--- src/rtl/bte_pkg.sv ---
package bte_pkg;

  // Polarity selected for one channel's element banks.
  typedef enum logic [1:0] {
    POL_IDLE = 2'd0,
    POL_SRC  = 2'd1,
    POL_SNK  = 2'd2
  } pol_e;

endpackage

--- src/rtl/bte_in_stage.sv ---
module bte_in_stage #(
  parameter int WIDTH = 10
) (
  input  logic             clk,
  input  logic             rst,
  input  logic             vld_i,
  input  logic [WIDTH-1:0] code_i,
  output logic             vld_q,
  output logic [WIDTH-1:0] code_q
);

  always_ff @(posedge clk) begin
    if (rst) begin
      vld_q  <= 1'b0;
      code_q <= '0;
    end else begin
      vld_q <= vld_i;
      if (vld_i) code_q <= code_i;
    end
  end

endmodule

--- src/rtl/bte_decode.sv ---
module bte_decode
  import bte_pkg::*;
#(
  parameter int CODE_W = 5,
  localparam int BANK  = 2 ** (CODE_W - 1)
) (
  input  logic [CODE_W-1:0] code_i,
  output logic [BANK-1:0]   src_o,
  output logic [BANK-1:0]   snk_o
);

  logic [CODE_W-1:0] mag;
  pol_e              pol;

  // The magnitude fits CODE_W bits unsigned, including the most negative word.
  always_comb begin
    if (code_i[CODE_W-1]) begin
      mag = ~code_i + CODE_W'(1);
      pol = POL_SNK;
    end else if (code_i != '0) begin
      mag = code_i;
      pol = POL_SRC;
    end else begin
      mag = '0;
      pol = POL_IDLE;
    end
  end

  for (genvar i = 0; i < BANK; i++) begin : g_elem
    localparam logic [CODE_W-1:0] IDX = CODE_W'(i);
    logic on;
    assign on = (IDX < mag);
    assign snk_o[i] = on && (pol == POL_SNK);
    if (i == BANK - 1) begin : g_top_off
      assign src_o[i] = 1'b0;
    end else begin : g_src
      assign src_o[i] = on && (pol == POL_SRC);
    end
  end

endmodule

--- src/rtl/bte_out_stage.sv ---
module bte_out_stage #(
  parameter int WIDTH = 64
) (
  input  logic             clk,
  input  logic             rst,
  input  logic             load_i,
  input  logic [WIDTH-1:0] d_i,
  output logic [WIDTH-1:0] q_o,
  output logic             upd_o
);

  always_ff @(posedge clk) begin
    if (rst) begin
      q_o   <= '0;
      upd_o <= 1'b0;
    end else begin
      upd_o <= load_i;
      if (load_i) q_o <= d_i;
    end
  end

endmodule

--- src/rtl/bidir_thermo_enc.sv ---
module bidir_thermo_enc #(
  parameter int CODE_W = 5,
  parameter int NUM_CH = 2,
  localparam int BANK   = 2 ** (CODE_W - 1),
  localparam int ELEM_W = 2 * BANK,
  localparam int IN_W   = NUM_CH * CODE_W,
  localparam int OUT_W  = NUM_CH * ELEM_W
) (
  input  logic             clk,
  input  logic             rst,
  input  logic             code_valid,
  input  logic [IN_W-1:0]  code_in,
  output logic [OUT_W-1:0] elem_ctl,
  output logic             elem_upd
);

  logic             vld_q;
  logic [IN_W-1:0]  code_q;
  logic [OUT_W-1:0] elem_d;

  bte_in_stage #(.WIDTH(IN_W)) in_i (
    .clk    (clk),
    .rst    (rst),
    .vld_i  (code_valid),
    .code_i (code_in),
    .vld_q  (vld_q),
    .code_q (code_q)
  );

  for (genvar c = 0; c < NUM_CH; c++) begin : g_ch
    bte_decode #(.CODE_W(CODE_W)) dec_i (
      .code_i (code_q[c*CODE_W +: CODE_W]),
      .src_o  (elem_d[c*ELEM_W +: BANK]),
      .snk_o  (elem_d[c*ELEM_W+BANK +: BANK])
    );
  end

  bte_out_stage #(.WIDTH(OUT_W)) out_i (
    .clk    (clk),
    .rst    (rst),
    .load_i (vld_q),
    .d_i    (elem_d),
    .q_o    (elem_ctl),
    .upd_o  (elem_upd)
  );

endmodule

--- config.mk ---
export PLATFORM = sky130hd
export DESIGN_NAME = bidir_thermo_enc
export DESIGN_NICKNAME = d
export VERILOG_FILES = /design/src/rtl/bte_pkg.sv /design/src/rtl/bte_in_stage.sv /design/src/rtl/bte_decode.sv /design/src/rtl/bte_out_stage.sv /design/src/rtl/bidir_thermo_enc.sv
export SDC_FILE = /design/constraint.sdc
export NUM_CORES = 1
export LEC_CHECK = 0
export ABC_AREA = 1
export BUFFER_PORTS_ARGS = -buffer_cell sky130_fd_sc_hd__buf_2
export CORE_ASPECT_RATIO = 0.9
export CORE_MARGIN = 2
export CORE_UTILIZATION = 55
export CTS_BUF_LIST = sky130_fd_sc_hd__clkbuf_4 sky130_fd_sc_hd__clkbuf_8
export DETAILED_ROUTE_END_ITERATION = 7
export GPL_ROUTABILITY_DRIVEN = 0
export PLACE_DENSITY_LB_ADDON = 0.2
export SYNTH_ARGS = -nofsm -noshare
export SYNTH_HDL_FRONTEND = slang
export SYNTH_SLANG_ARGS = --single-unit
--- constraint.sdc ---
create_clock -name clk -period 1.7 [get_ports clk]
set_input_delay 0.17 -clock clk [delete_from_list [all_inputs] [get_ports clk]]
set_output_delay 0.17 -clock clk [all_outputs]
set_load 0.01 [all_outputs]
## Word level (Yosys, flattened, before mapping)

Index checks and enable logic that the tools add are counted.
Widths: inputs -> output; s select.

- Add/subtract/negate cells: 2
- $lt $le $gt $ge: 32
- Equal/unequal tests: 4
- Muxes and demuxes: 8
- Bitwise operators: 2
- Reduce and logical (&&, ||, !) cells: 64

Operators with widths:

| cell | count |
|---|---|
| $lt 4x5->1 const A | 16 |
| $logic_and 1x1->1 | 62 |
| $lt 3x5->1 const A | 8 |
| $lt 1x5->1 const A | 4 |
| $lt 2x5->1 const A | 4 |
| $add 5x1->5 const B | 2 |
| $mux 5 | 2 |
| $not 5->5 | 2 |
| $reduce_bool 5->1 | 2 |
| $mux 4 | 2 |
| $eq 2x1->1 const B | 2 |
| $eq 2x2->1 const B | 2 |
| $mux 2 | 2 |
| $mux 1 | 2 |

- Bits in registers: 74
- Output and inout bits: 65

## Logic depth before layout (Yosys ltp)

Gate-level depths: netlist of the first run.

- Depth in word-level cells: 5
- Gate-level depth with buffers: 11
- Depth with buffers taken out: 11

## Modules after synthesis

Synthesis of the first run repeated with hierarchy kept, for this count alone.

- Cells, all modules: 676
- Area total of the unflattened synthesis: 4093.9 sq um

By module, submodules not included:

| module | times used | cells an instance | area each (sq um) | sequential area each (sq um) |
|---|---|---|---|---|
| bte_out_stage | 1 | 408 | 2646.3 | 1301.2 |
| bte_decode | 2 | 101 | 495.5 | 0.0 |
| bte_in_stage | 1 | 66 | 456.7 | 220.2 |

## Worst setup path after synthesis of the first run

OpenSTA, ideal clock, no wires.

- Path type: register to register
- From: reg in_i.code_q[0]
- To: reg out_i.q_o[19]
- Arrival: 1.343 ns
- Data required time: 1.572 ns
- Path slack: 0.230 ns
- Cell stages (with the launch flop): 11
- Path buffers: 0
- Clock period less this slack: 1.470 ns
- Cell sequence: dfxtp_1 -> inv_1 -> ha_1 -> nand3_2 -> inv_2 -> nand2_2 -> nand3_2 -> nor2_1 -> nor2_1 -> a21oi_1 -> nor2_1

- Cells in the longest elaborated chain, start to end: 5
- Elaborated cells on any way between the ends: 10
- Those cells by class: add/sub (1); order compare (1); eq/ne (1); mux (4); bitwise (1); reduce/logical (2)

RTL lines:

| what | line | RTL |
|---|---|---|
| start, declared | bte_in_stage.sv:9 | `output logic [WIDTH-1:0] code_q` |
| start signal, assigned | bte_in_stage.sv:18 | `if (vld_i) code_q <= code_i;` |
| $not 5->5 / $reduce_bool 5->1 (equally long branches) | bte_decode.sv:18, bte_decode.sv:20 |  |
| $add 5x1->5, or another cell as far along | bte_decode.sv:18 | `mag = ~code_i + CODE_W'(1);` |
| $mux 5 / $mux 2 (equally long branches) | bte_decode.sv:17 | `if (code_i[CODE_W-1]) begin` |
| $lt 2x5->1 / $eq 2x2->1 (equally long branches) | bte_decode.sv:32, bte_decode.sv:33 |  |
| $logic_and 1x1->1 * | bte_decode.sv:33 | `assign snk_o[i] = on && (pol == POL_SNK);` |
| end signal, assigned | bte_out_stage.sv:18 | `if (load_i) q_o <= d_i;` |
| end, declared | bte_out_stage.sv:8 | `output logic [WIDTH-1:0] q_o,` |

Every way passes the cells marked *; elsewhere a longest branch is shown, timed or not.
A chain may end at the register's enable or synchronous reset.

## Worst setup path after layout of the first run

- From: reg in_i.code_q[1]
- To: reg out_i.q_o[10]

- Cells in the longest elaborated chain, start to end: 5
- Elaborated cells on any way between the ends: 10
- Those cells by class: add/sub (1); order compare (1); eq/ne (1); mux (4); bitwise (1); reduce/logical (2)

RTL lines:

| what | line | RTL |
|---|---|---|
| $not 5->5 / $reduce_bool 5->1 (equally long branches) | bte_decode.sv:18, bte_decode.sv:20 |  |
| $add 5x1->5, or another cell as far along | bte_decode.sv:18 |  |
| $mux 5 / $mux 2 (equally long branches) | bte_decode.sv:17 |  |
| $lt 4x5->1 / $eq 2x1->1 (equally long branches) | bte_decode.sv:32, bte_decode.sv:37 |  |
| $logic_and 1x1->1 * | bte_decode.sv:37 | `assign src_o[i] = on && (pol == POL_SRC);` |

Marks and branches as above.

==> flow_metrics.env, run 1 <==
export IMPL_drt_initial_drc_count=173
export IMPL_fmax_ghz=0.626
export IMPL_synth_area_um2=3080
export IMPL_clock_sinks=74
export IMPL_die_w_um=82.9
export IMPL_cellLeakagePower_nw=1.76
export IMPL_netlist_instances=426
export IMPL_avgRoutedWirePerCell_um=13.0
export IMPL_cp_end_kind="register"
export IMPL_setup_tns_ns=0
export IMPL_status="finished clean"
export IMPL_finalHoldViolations=0
export IMPL_total_power_mw=3.74
export IMPL_setup_viol=0
export IMPL_firstDrtPassIters=4
export IMPL_post_dp_cell_area_um2=3530
export IMPL_final_common_cell="nand2_1"
export IMPL_skew_ns=0.00790
export IMPL_period_needed_ns=1.60
export IMPL_cap_violations=0
export IMPL_clk_latency_ns=0.35
export IMPL_pwr_share_seq_pct=49.3
export IMPL_drv_slew=0
export IMPL_tightest_slew_ns=0.531
export IMPL_antenna_found_initial=0
export IMPL_ir_drop_uv=811
export IMPL_grt_max_degree=64
export IMPL_p_clk_share_pct=35.2
export IMPL_drc_errors=0
export IMPL_worstPathArrival_ns=1.88
export IMPL_routed_wl_um=7400
export IMPL_period_share_pct=94.0
export IMPL_syn_mean_instance_area_um2=7.24
export IMPL_fin_hold_ws_ns=0.107
export IMPL_hold_class="input pin to register"
export IMPL_pre_cts_ws_ns=0.0677
export IMPL_cpMaxStageDelayCell="dfxtp_2"
export IMPL_ios=78
export IMPL_fp_dieArea_um2=6220
export IMPL_critPathKind="register to register"
export IMPL_std_cell_rows=25
export IMPL_cts_reportedPaths_clkPinSlew_ns=0.08
export IMPL_area_delta_synth_final_pct=22.6
export IMPL_postLayoutCellArea_um2=3780
export IMPL_root_buffer="clkbuf_8"
export IMPL_avgViaCountPerCell=5.16
export IMPL_fp_coreArea_um2=5320
export IMPL_internal_power_mw=2.68
export IMPL_grt_overflow=0
export IMPL_clock_path_buffers=2
export IMPL_nets=515
export IMPL_crit_chain="inv_1 -> ha_4 -> nand3_2 -> inv_2 -> nor3_4 -> nand2_2 -> nor2_2 -> nand2_1 -> a21oi_1"
export IMPL_grt_pass1_wl_um=12000
export IMPL_p_switching_mw=1.06
export IMPL_diodes=0
export IMPL_required_ns=1.99
export IMPL_cts_tree="done"
export IMPL_start_kind="register"
export IMPL_layout_common_cells="nand2_1 (129), buf_2 (75), dfxtp_1 (72)"
export IMPL_slew_headroom_pct=64.5
export IMPL_dr_total_vias=2945
export IMPL_htreeDepth=3
export IMPL_critPathMaxFanout=5
export IMPL_numCtsBuffers=9
export IMPL_drive_above_1_share_pct=29.4
export IMPL_grt_pass1_vias=2771
export IMPL_ys_seq_elements=74
export IMPL_die_h_um=75.0
export IMPL_seq_area_frac_synth_pct=48.0
export IMPL_switching_share_pct=28.4
export IMPL_final_antenna_net_count=0
export IMPL_pwr_share_comb_pct=15.6
export IMPL_yosys_warnings=0
export IMPL_start_util_pct=58.0
export IMPL_power_density_nw_per_um2=989
export IMPL_slowest_delay_ns=0.35
export IMPL_ys_types=24
export IMPL_postCtsHoldBufs=0
export IMPL_hpwlAfterDp_um=5290
export IMPL_portBuffers=75
export IMPL_grt_usage_pct=24.1
export IMPL_timing_final_ws_setup_ns=0.102
==> flip-flops by register name (all words and copies together) (netlist names) <==
name	count
in_i.vld_q	1
out_i.q_o	62
in_i.code_q	10
out_i.upd_o	1
==> cell usage after synthesis, drive strengths merged <==
master / number / area (µm²)
nor3: 1 / 16.3
nor2: 41 / 181
o21ai: 15 / 78.8
clkbuf: 15 / 56.3
dfxtp: 74 / 1480
inv: 33 / 124
conb: 1 / 3.75
ha: 2 / 25.0
a21oi: 72 / 364
buf: 4 / 26.3
nand3: 25 / 153
nand2: 142 / 571
clkinv: 1 / 3.75
==> cells by family after synthesis <==
group	after synthesis	synth area share, %
buf+inv	53	6.82
fa+ha+maj	2	0.811
other cells	1	0.122
simple gates	209	29.9
compound gates	87	14.4
flops	74	48.0
==> layer usage <==
layer / GRT usage [%] / vias up / wire (µm)
met1: 27.5 / 1360 / 3120
met3: 7.57 / 6 / 407
met4: 8.38 / 0 / 64
li1: - / 1508 / -
met5: 0 / - / 0
met2: 43.9 / 71 / 3800
==> area by class of cell <==
| class | instances | area, µm² |
|---|---|---|
| Clock buffer | 10 | 131 |
| Fill cell | 457 | 1540 |
| Sequential cell | 74 | 1480 |
| Timing Repair Buffer | 81 | 445 |
| Inverter | 34 | 128 |
| Clock inverter | 5 | 56.3 |
| Tap cell | 67 | 83.8 |
| Multi-Input combinational cell | 300 | 1450 |
==> through the flow <==
stage	cells	utilization, %
final	571	71.1
after global routing	571	71.1
after CTS	570	69.9
after detailed placement	555	66.3
after global placement	555	66.3
after floorplan	427	-
==> power groups by stage <==
stage	Clock, mW	Sequential [mW]	Combinational [mW]
after global placement	0	1.88	0.538
final	1.31	1.84	0.583
after global routing	1.41	1.85	0.654
after CTS	1.34	1.84	0.554
after detailed placement	0	1.88	0.551
after floorplan	0	1.89	0.382
==> critical path, delay by kind of cell, from the launching register on <==
kind	cells	cell delay [ns]
fa+ha+maj	1	0.18
flops	1	0.35
compound gates	1	0.12
simple gates	5	0.74
buf+inv	2	0.14
==> path summary, 6_finish.rpt <==
kind | startpoint | to | slack [ns] | depth (start not counted)
max | in_i.code_q[1] | out_i.q_o[10] | 0.10 | 9
min | code_in[9] | in_i.code_q[9] | 0.11 | 3
max reg2reg | in_i.code_q[1] | out_i.q_o[10] | 0.10 | 9
min reg2reg | out_i.q_o[49] | out_i.q_o[49] | 0.46 | 2
==> timing repair <==
action | in CTS | in global routing
endpoints found under the setup margin | 0 | 34
gates resized for setup | 0 | 16
buffers inserted | 0 | 1
hold endpoints to repair | 0 | 0
(Power assumes the default switching activity.)
==> inputs of run 2 (changes only) <==
- CELL_PAD_IN_SITES_DETAIL_PLACEMENT: default -> 1
- CELL_PAD_IN_SITES_GLOBAL_PLACEMENT: default -> 2
- CORE_UTILIZATION: 55 -> 30
- MAX_ROUTING_LAYER: default -> met4
==> run 2 against run 1 <==
Sequential share of layout area shrank 1.7 points. Final area increased by 4.6%. Non-clock buffer count up 4. Cell count increased by 11%. Die area rose by 79%. Combinational power up 6.3%. Largest cell class unchanged. Flip-flop and latch count is the same. Critical path depth up 1. Highest routed layer unchanged. Maximum frequency hardly changed.
==> flow_metrics.env, run 2 (synthesis gave the netlist of run 1 again) <==
export IMPL_cp_common_cell="nand2_2"
export IMPL_fillers=1305
export IMPL_die_h_um=100
export IMPL_start_kind="register"
export IMPL_cpMaxStageDelayCell="dfxtp_2"
export IMPL_slowest_delay_ns=0.34
export IMPL_fmax_ghz=0.626
export IMPL_period_needed_ns=1.60
export IMPL_drv_slew=0
export IMPL_grt_pass1_wl_um=14900
export IMPL_postCtsHoldBufs=0
export IMPL_slew_headroom_pct=61.8
export IMPL_pre_cts_ws_ns=0.00190
export IMPL_r2r_end="out_i.q_o[26]"
export IMPL_clock_sinks=74
export IMPL_fp_coreArea_um2=10100
export IMPL_required_ns=1.99
export IMPL_hold_class="input pin to register"
export IMPL_hp_start="code_in[9]"
export IMPL_holdPathEnd="in_i.code_q[9]"
export IMPL_numCtsBuffers=9
export IMPL_ir_drop_uv=494
export IMPL_p_clk_share_pct=38.9
export IMPL_dr_total_vias=2951
export IMPL_worstPathArrival_ns=1.88
export IMPL_std_cell_rows=35
export IMPL_hpwlAfterDp_um=6480
export IMPL_cp_top_family="simple AND/OR/NAND/NOR gates"
export IMPL_grt_pass1_vias=2980
export IMPL_reg2regPathDepth=10
export IMPL_firstDrtPassIters=4
export IMPL_avgRoutedWirePerCell_um=13.9
export IMPL_start_util_pct=30.5
export IMPL_largest_register="out_i.q_o"
export IMPL_routed_wl_um=8840
export IMPL_grt_max_degree=64
export IMPL_cp_buffers_inverters=2
export IMPL_clk_latency_ns=0.36
export IMPL_seqCellArea_um2=1490
export IMPL_clock_path_buffers=2
export IMPL_die_w_um=111
export IMPL_finalHoldViolations=0
export IMPL_nets=519
export IMPL_diodes=0
export IMPL_critPathMaxFanout=5
export IMPL_critPathKind="register to register"
export IMPL_crit_chain="inv_1 -> ha_2 -> nand3_2 -> inv_2 -> nand2_2 -> nand3_4 -> nand2_2 -> nor2_1 -> nand2_1 -> a21oi_1"
export IMPL_skew_ns=0.0115
export IMPL_drc_errors=0
export IMPL_rsz0062_at_grt="true"
export IMPL_p_switching_mw=1.10
export IMPL_cellLeakagePower_nw=1.81
export IMPL_r2r_start="in_i.code_q[1]"
export IMPL_fin_hold_ws_ns=0.0950
export IMPL_area_delta_synth_final_pct=28.2
export IMPL_tightest_slew_ns=0.573
export IMPL_grt_usage_pct=17.3
export IMPL_timing_final_ws_setup_ns=0.103
export IMPL_holdPathStages=3
export IMPL_top_regs="out_i.q_o: 62 flops, in_i.code_q: 10 flops"
export IMPL_cts_reportedPaths_clkPinSlew_ns=0.08
export IMPL_cap_violations=0
export IMPL_portBuffers=75
export IMPL_antenna_found_initial=0
export IMPL_root_buffer="clkbuf_8"
export IMPL_pwr_share_seq_pct=45.7
export IMPL_largest_reg_flops=62
export IMPL_multiInputGateArea_um2=1480
export IMPL_grt_overflow=0
export IMPL_layout_common_cells="nand2_1 (127), buf_2 (75), a21oi_1 (70), dfxtp_1 (70), nor2_1 (27)"
export IMPL_rrSetupSlack_ns=0.10
export IMPL_status="finished clean"
export IMPL_fp_dieArea_um2=11100
export IMPL_drt_initial_drc_count=86
export IMPL_path_depth=10
export IMPL_cts_tree="done"
export IMPL_htreeDepth=3
export IMPL_period_share_pct=93.9
export IMPL_internal_power_mw=2.94
export IMPL_drive_above_1_share_pct=31.0
export IMPL_final_antenna_net_count=0
export IMPL_switching_share_pct=27.2
export IMPL_cp_end_kind="register"
export IMPL_power_density_nw_per_um2=1020
export IMPL_final_common_cell="nand2_1"
export IMPL_setup_viol=0
export IMPL_avgViaCountPerCell=4.64
export IMPL_ios=78
export IMPL_pwr_share_comb_pct=15.4
-- run 2: area by class of cell --
cell class | count | share of cell area (%)
inverters | 34 | 3.23
clock buffers | 12 | 4.18
clock inverters | 2 | 1.52
flip-flops and latches | 74 | 37.6
well taps | 129 | 4.08
multi-input cells | 300 | 37.4
repair buffers | 85 | 12.0
-- run 2: worst max-delay path by stage --
stage,endpoint,from
after floorplan,out_i.q_o[19],in_i.code_q[0]
after CTS,out_i.q_o[1],in_i.code_q[0]
after detailed placement,out_i.q_o[2],in_i.code_q[0]
after global placement,out_i.q_o[2],in_i.code_q[0]
after global routing,out_i.q_o[10],in_i.code_q[1]
final,out_i.q_o[26],in_i.code_q[1]
-- run 2: stage by stage --
stage	util, %	instances	instance area, µm²	total power, mW	TNS [ns]
2_1_floorplan	-	427	3090	2.28	0
3_3_place_gp	35.9	620	3630	2.45	0
3_5_place_dp	35.9	620	3630	2.46	0
4_1_cts	38.1	634	3850	4.07	0
5_1_grt	39.1	636	3960	4.25	-0.0994
6_report	39.1	636	3960	4.03	0
-- run 2: timing repair --
item	4_1_cts	5_1_grt
pin swaps	0	7
gates cloned	0	0
setup endpoints to repair	1	42
gates resized for setup	1	24
endpoints found under the hold margin	0	0
buffers inserted	0	2
-- run 2: metal layers --
metal  track usage [%]  routed length (µm)  up-vias
met5                 -                   0        -
met4              5.19                  98        0
met3              4.29                 275       10
met2              30.8                4510       44
met1              19.5                3950     1389
li1                  -                   -     1508
-- run 2: worst register-to-register path: stages (launching register included) --
cell and delay, ns:
dfxtp_2 0.34, inv_1 0.08, ha_2 0.20, nand3_2 0.12, inv_2 0.11, nand2_2 0.09, nand3_4 0.13, nand2_2 0.10
nor2_1 0.16, nand2_1 0.08, a21oi_1 0.12
-- run 2: power groups by stage --
stage	combinational [mW]	clock (mW)	sequential (mW)
CTS	0.588	1.64	1.84
global placement	0.575	0	1.88
floorplan	0.382	0	1.89
detailed placement	0.583	0	1.88
global route	0.705	1.69	1.85
finish	0.620	1.57	1.84
==> inputs of run 3 (changes only) <==
- CORE_ASPECT_RATIO: 0.9 -> 0.6
==> run 3 against run 2 <==
Critical endpoint is now out_i.q_o[28]. Clock skew fell by 0.0049 ns. Utilization rose by 1.0 points. Critical path type unchanged. Wire length rose by 1.7%. Clock-buffer cell count down 2. Combinational power decreased by 2%. Largest power group is now clock. Cell count increased by 0.94%. Flip-flop and latch count stayed put. Worst hold slack worse by 0.041 ns. Non-clock buffer count shrank 2. Critical path depth did not move. Via count decreased by 0.34%. Global-route usage rose by 0.090 points.
==> flow_metrics.env, run 3 (synthesis gave the netlist of run 1 again) <==
export IMPL_slew_headroom_pct=62.2
export IMPL_cellLeakagePower_nw=1.80
export IMPL_root_buffer="clkbuf_8"
export IMPL_worstPathArrival_ns=1.89
export IMPL_clk_latency_ns=0.36
export IMPL_finalHoldViolations=0
export IMPL_numCtsBuffers=9
export IMPL_die_h_um=82.5
export IMPL_wl_met2_um=4240
export IMPL_final_common_cell="nand2_1"
export IMPL_avgRoutedWirePerCell_um=14.0
export IMPL_dr_total_vias=2941
export IMPL_routed_wl_um=8990
export IMPL_ios=78
export IMPL_hpwlAfterDp_um=6730
export IMPL_fillers=1258
export IMPL_wl_met3_um=364
export IMPL_required_ns=2.00
export IMPL_drv_slew=0
export IMPL_r2r_end="out_i.q_o[28]"
export IMPL_cap_violations=0
export IMPL_top_regs="out_i.q_o: 62 flops, in_i.code_q: 10 flops"
export IMPL_postCtsSetupRepairBufs=0
export IMPL_slowest_delay_ns=0.33
export IMPL_ir_drop_uv=387
export IMPL_cp_top_family="simple AND/OR/NAND/NOR gates"
export IMPL_cts_reportedPaths_clkPinSlew_ns=0.08
export IMPL_crit_chain="inv_1 -> ha_2 -> nand3_2 -> inv_2 -> nand2_2 -> nand3_4 -> nand2_2 -> nor2_2 -> nand2_1 -> a21oi_1"
export IMPL_timing_final_ws_setup_ns=0.101
export IMPL_total_power_mw=4.30
export IMPL_p_clk_share_pct=43.1
export IMPL_clock_sinks=74
export IMPL_internal_power_mw=3.16
export IMPL_critPathKind="register to register"
export IMPL_pre_cts_ws_ns=0.0219
export IMPL_grt_usage_pct=17.4
export IMPL_grt_max_degree=62
export IMPL_switching_share_pct=26.5
export IMPL_tightest_slew_ns=0.567
export IMPL_crit_path_start="in_i.code_q[1]"
export IMPL_rrSetupSlack_ns=0.10
export IMPL_fp_dieArea_um2=11100
export IMPL_cts_tree="done"
export IMPL_std_cell_rows=28
export IMPL_start_kind="register"
export IMPL_period_share_pct=94.1
export IMPL_drt_initial_drc_count=86
export IMPL_fin_hold_ws_ns=0.0539
export IMPL_firstDrtPassIters=4
export IMPL_clock_path_buffers=2
export IMPL_fp_coreArea_um2=9910
export IMPL_drive_above_1_share_pct=31.4
export IMPL_antenna_found_initial=0
export IMPL_met1_length_um=4310
export IMPL_crit_end="out_i.q_o[28]"
export IMPL_avgViaCountPerCell=4.58
export IMPL_setup_tns_ns=0
export IMPL_cp_common_cell="nand2_2"
export IMPL_pwr_share_comb_pct=14.1
export IMPL_nets=517
export IMPL_r2r_start="in_i.code_q[1]"
export IMPL_drc_errors=0
export IMPL_status="finished clean"
export IMPL_largest_reg_flops=62
export IMPL_die_w_um=135
export IMPL_setup_viol=0
export IMPL_power_density_nw_per_um2=1080
export IMPL_reg2regPathDepth=10
export IMPL_grt_pass1_wl_um=14500
export IMPL_grt_overflow=0
export IMPL_portBuffers=75
export IMPL_grt_pass1_vias=2904
export IMPL_cp_end_kind="register"
export IMPL_pwr_share_seq_pct=42.8
export IMPL_fmax_ghz=0.625
export IMPL_cpMaxStageDelayCell="dfxtp_2"
export IMPL_htreeDepth=3
export IMPL_skew_ns=0.00657
export IMPL_final_antenna_net_count=0
export IMPL_path_depth=10
export IMPL_cp_buffers_inverters=2
export IMPL_layout_common_cells="nand2_1 (127), buf_2 (75), a21oi_1 (71), dfxtp_1 (71), nor2_1 (24)"
export IMPL_top_layer="met4"
export IMPL_critPathMaxFanout=5
export IMPL_area_delta_synth_final_pct=29.0
export IMPL_period_needed_ns=1.60
export IMPL_hold_class="input pin to register"
export IMPL_rsz0062_at_grt="true"
export IMPL_p_switching_mw=1.14
export IMPL_largest_register="out_i.q_o"
export IMPL_start_util_pct=31.1
export IMPL_diodes=0
[run 3: changes by cell type in the layout (fill, tap and decap cells not counted), sizes merged]
cell	change
clkbuf	-2
clkinvlp	+1
bufinv	+2
inv	+1
buf	-2
[run 3: per-stage QoR]
step | util (%) | instances | area (µm²)
floorplan | - | 427 | 3090
finish | 40.1 | 642 | 3980
global route | 40.1 | 642 | 3980
detailed placement | 36.5 | 626 | 3620
CTS | 39.3 | 642 | 3900
global placement | 36.5 | 626 | 3620
[run 3: worst min path at each step]
stage / from / end / slack, ns / depth (start not counted)
floorplan: code_in[1] / in_i.code_q[1] / 0.36 / 2
global placement: rst / out_i.upd_o / 0.42 / 2
detailed placement: rst / out_i.upd_o / 0.43 / 2
CTS: rst / out_i.upd_o / 0.03 / 2
global route: rst / out_i.upd_o / 0.05 / 2
finish: rst / out_i.upd_o / 0.05 / 2
[run 3: worst register-to-register path, stage by stage (launching register included)]
cell,delay [ns]
dfxtp_2,0.33
inv_1,0.08
ha_2,0.21
nand3_2,0.12
inv_2,0.11
nand2_2,0.09
nand3_4,0.15
nand2_2,0.10
nor2_2,0.14
nand2_1,0.09
a21oi_1,0.12
[run 3: layout make-up]
class / count / area (µm²) / share of cell area, %
inverters: 34 / 128 / 3.21
multi-input cells: 300 / 1470 / 37.1
well taps: 135 / 169 / 4.25
clock inverters: 6 / 136 / 3.43
repair buffers: 83 / 448 / 11.3
clock buffers: 10 / 138 / 3.46
flip-flops and latches: 74 / 1490 / 37.3
[run 3: routing by layer]
metal  GRT usage, %  up-vias
met3           6.17        8
met2           28.3       48
li1               -     1508
met1           21.1     1377
met5              -        -
met4           3.89        0
[run 3: repair_timing]
| action | CTS | global route |
|---|---|---|
| hold buffers | 0 | 0 |
| endpoints found under the setup margin | 0 | 41 |
| gates resized for setup | 0 | 26 |
[run 3: power groups by stage]
stage	Clock [mW]	Combinational [mW]	Sequential, mW
2_1_floorplan	0	0.382	1.89
3_3_place_gp	0	0.564	1.88
3_5_place_dp	0	0.577	1.88
4_1_cts	1.91	0.579	1.84
5_1_grt	2.01	0.683	1.85
6_report	1.85	0.606	1.84
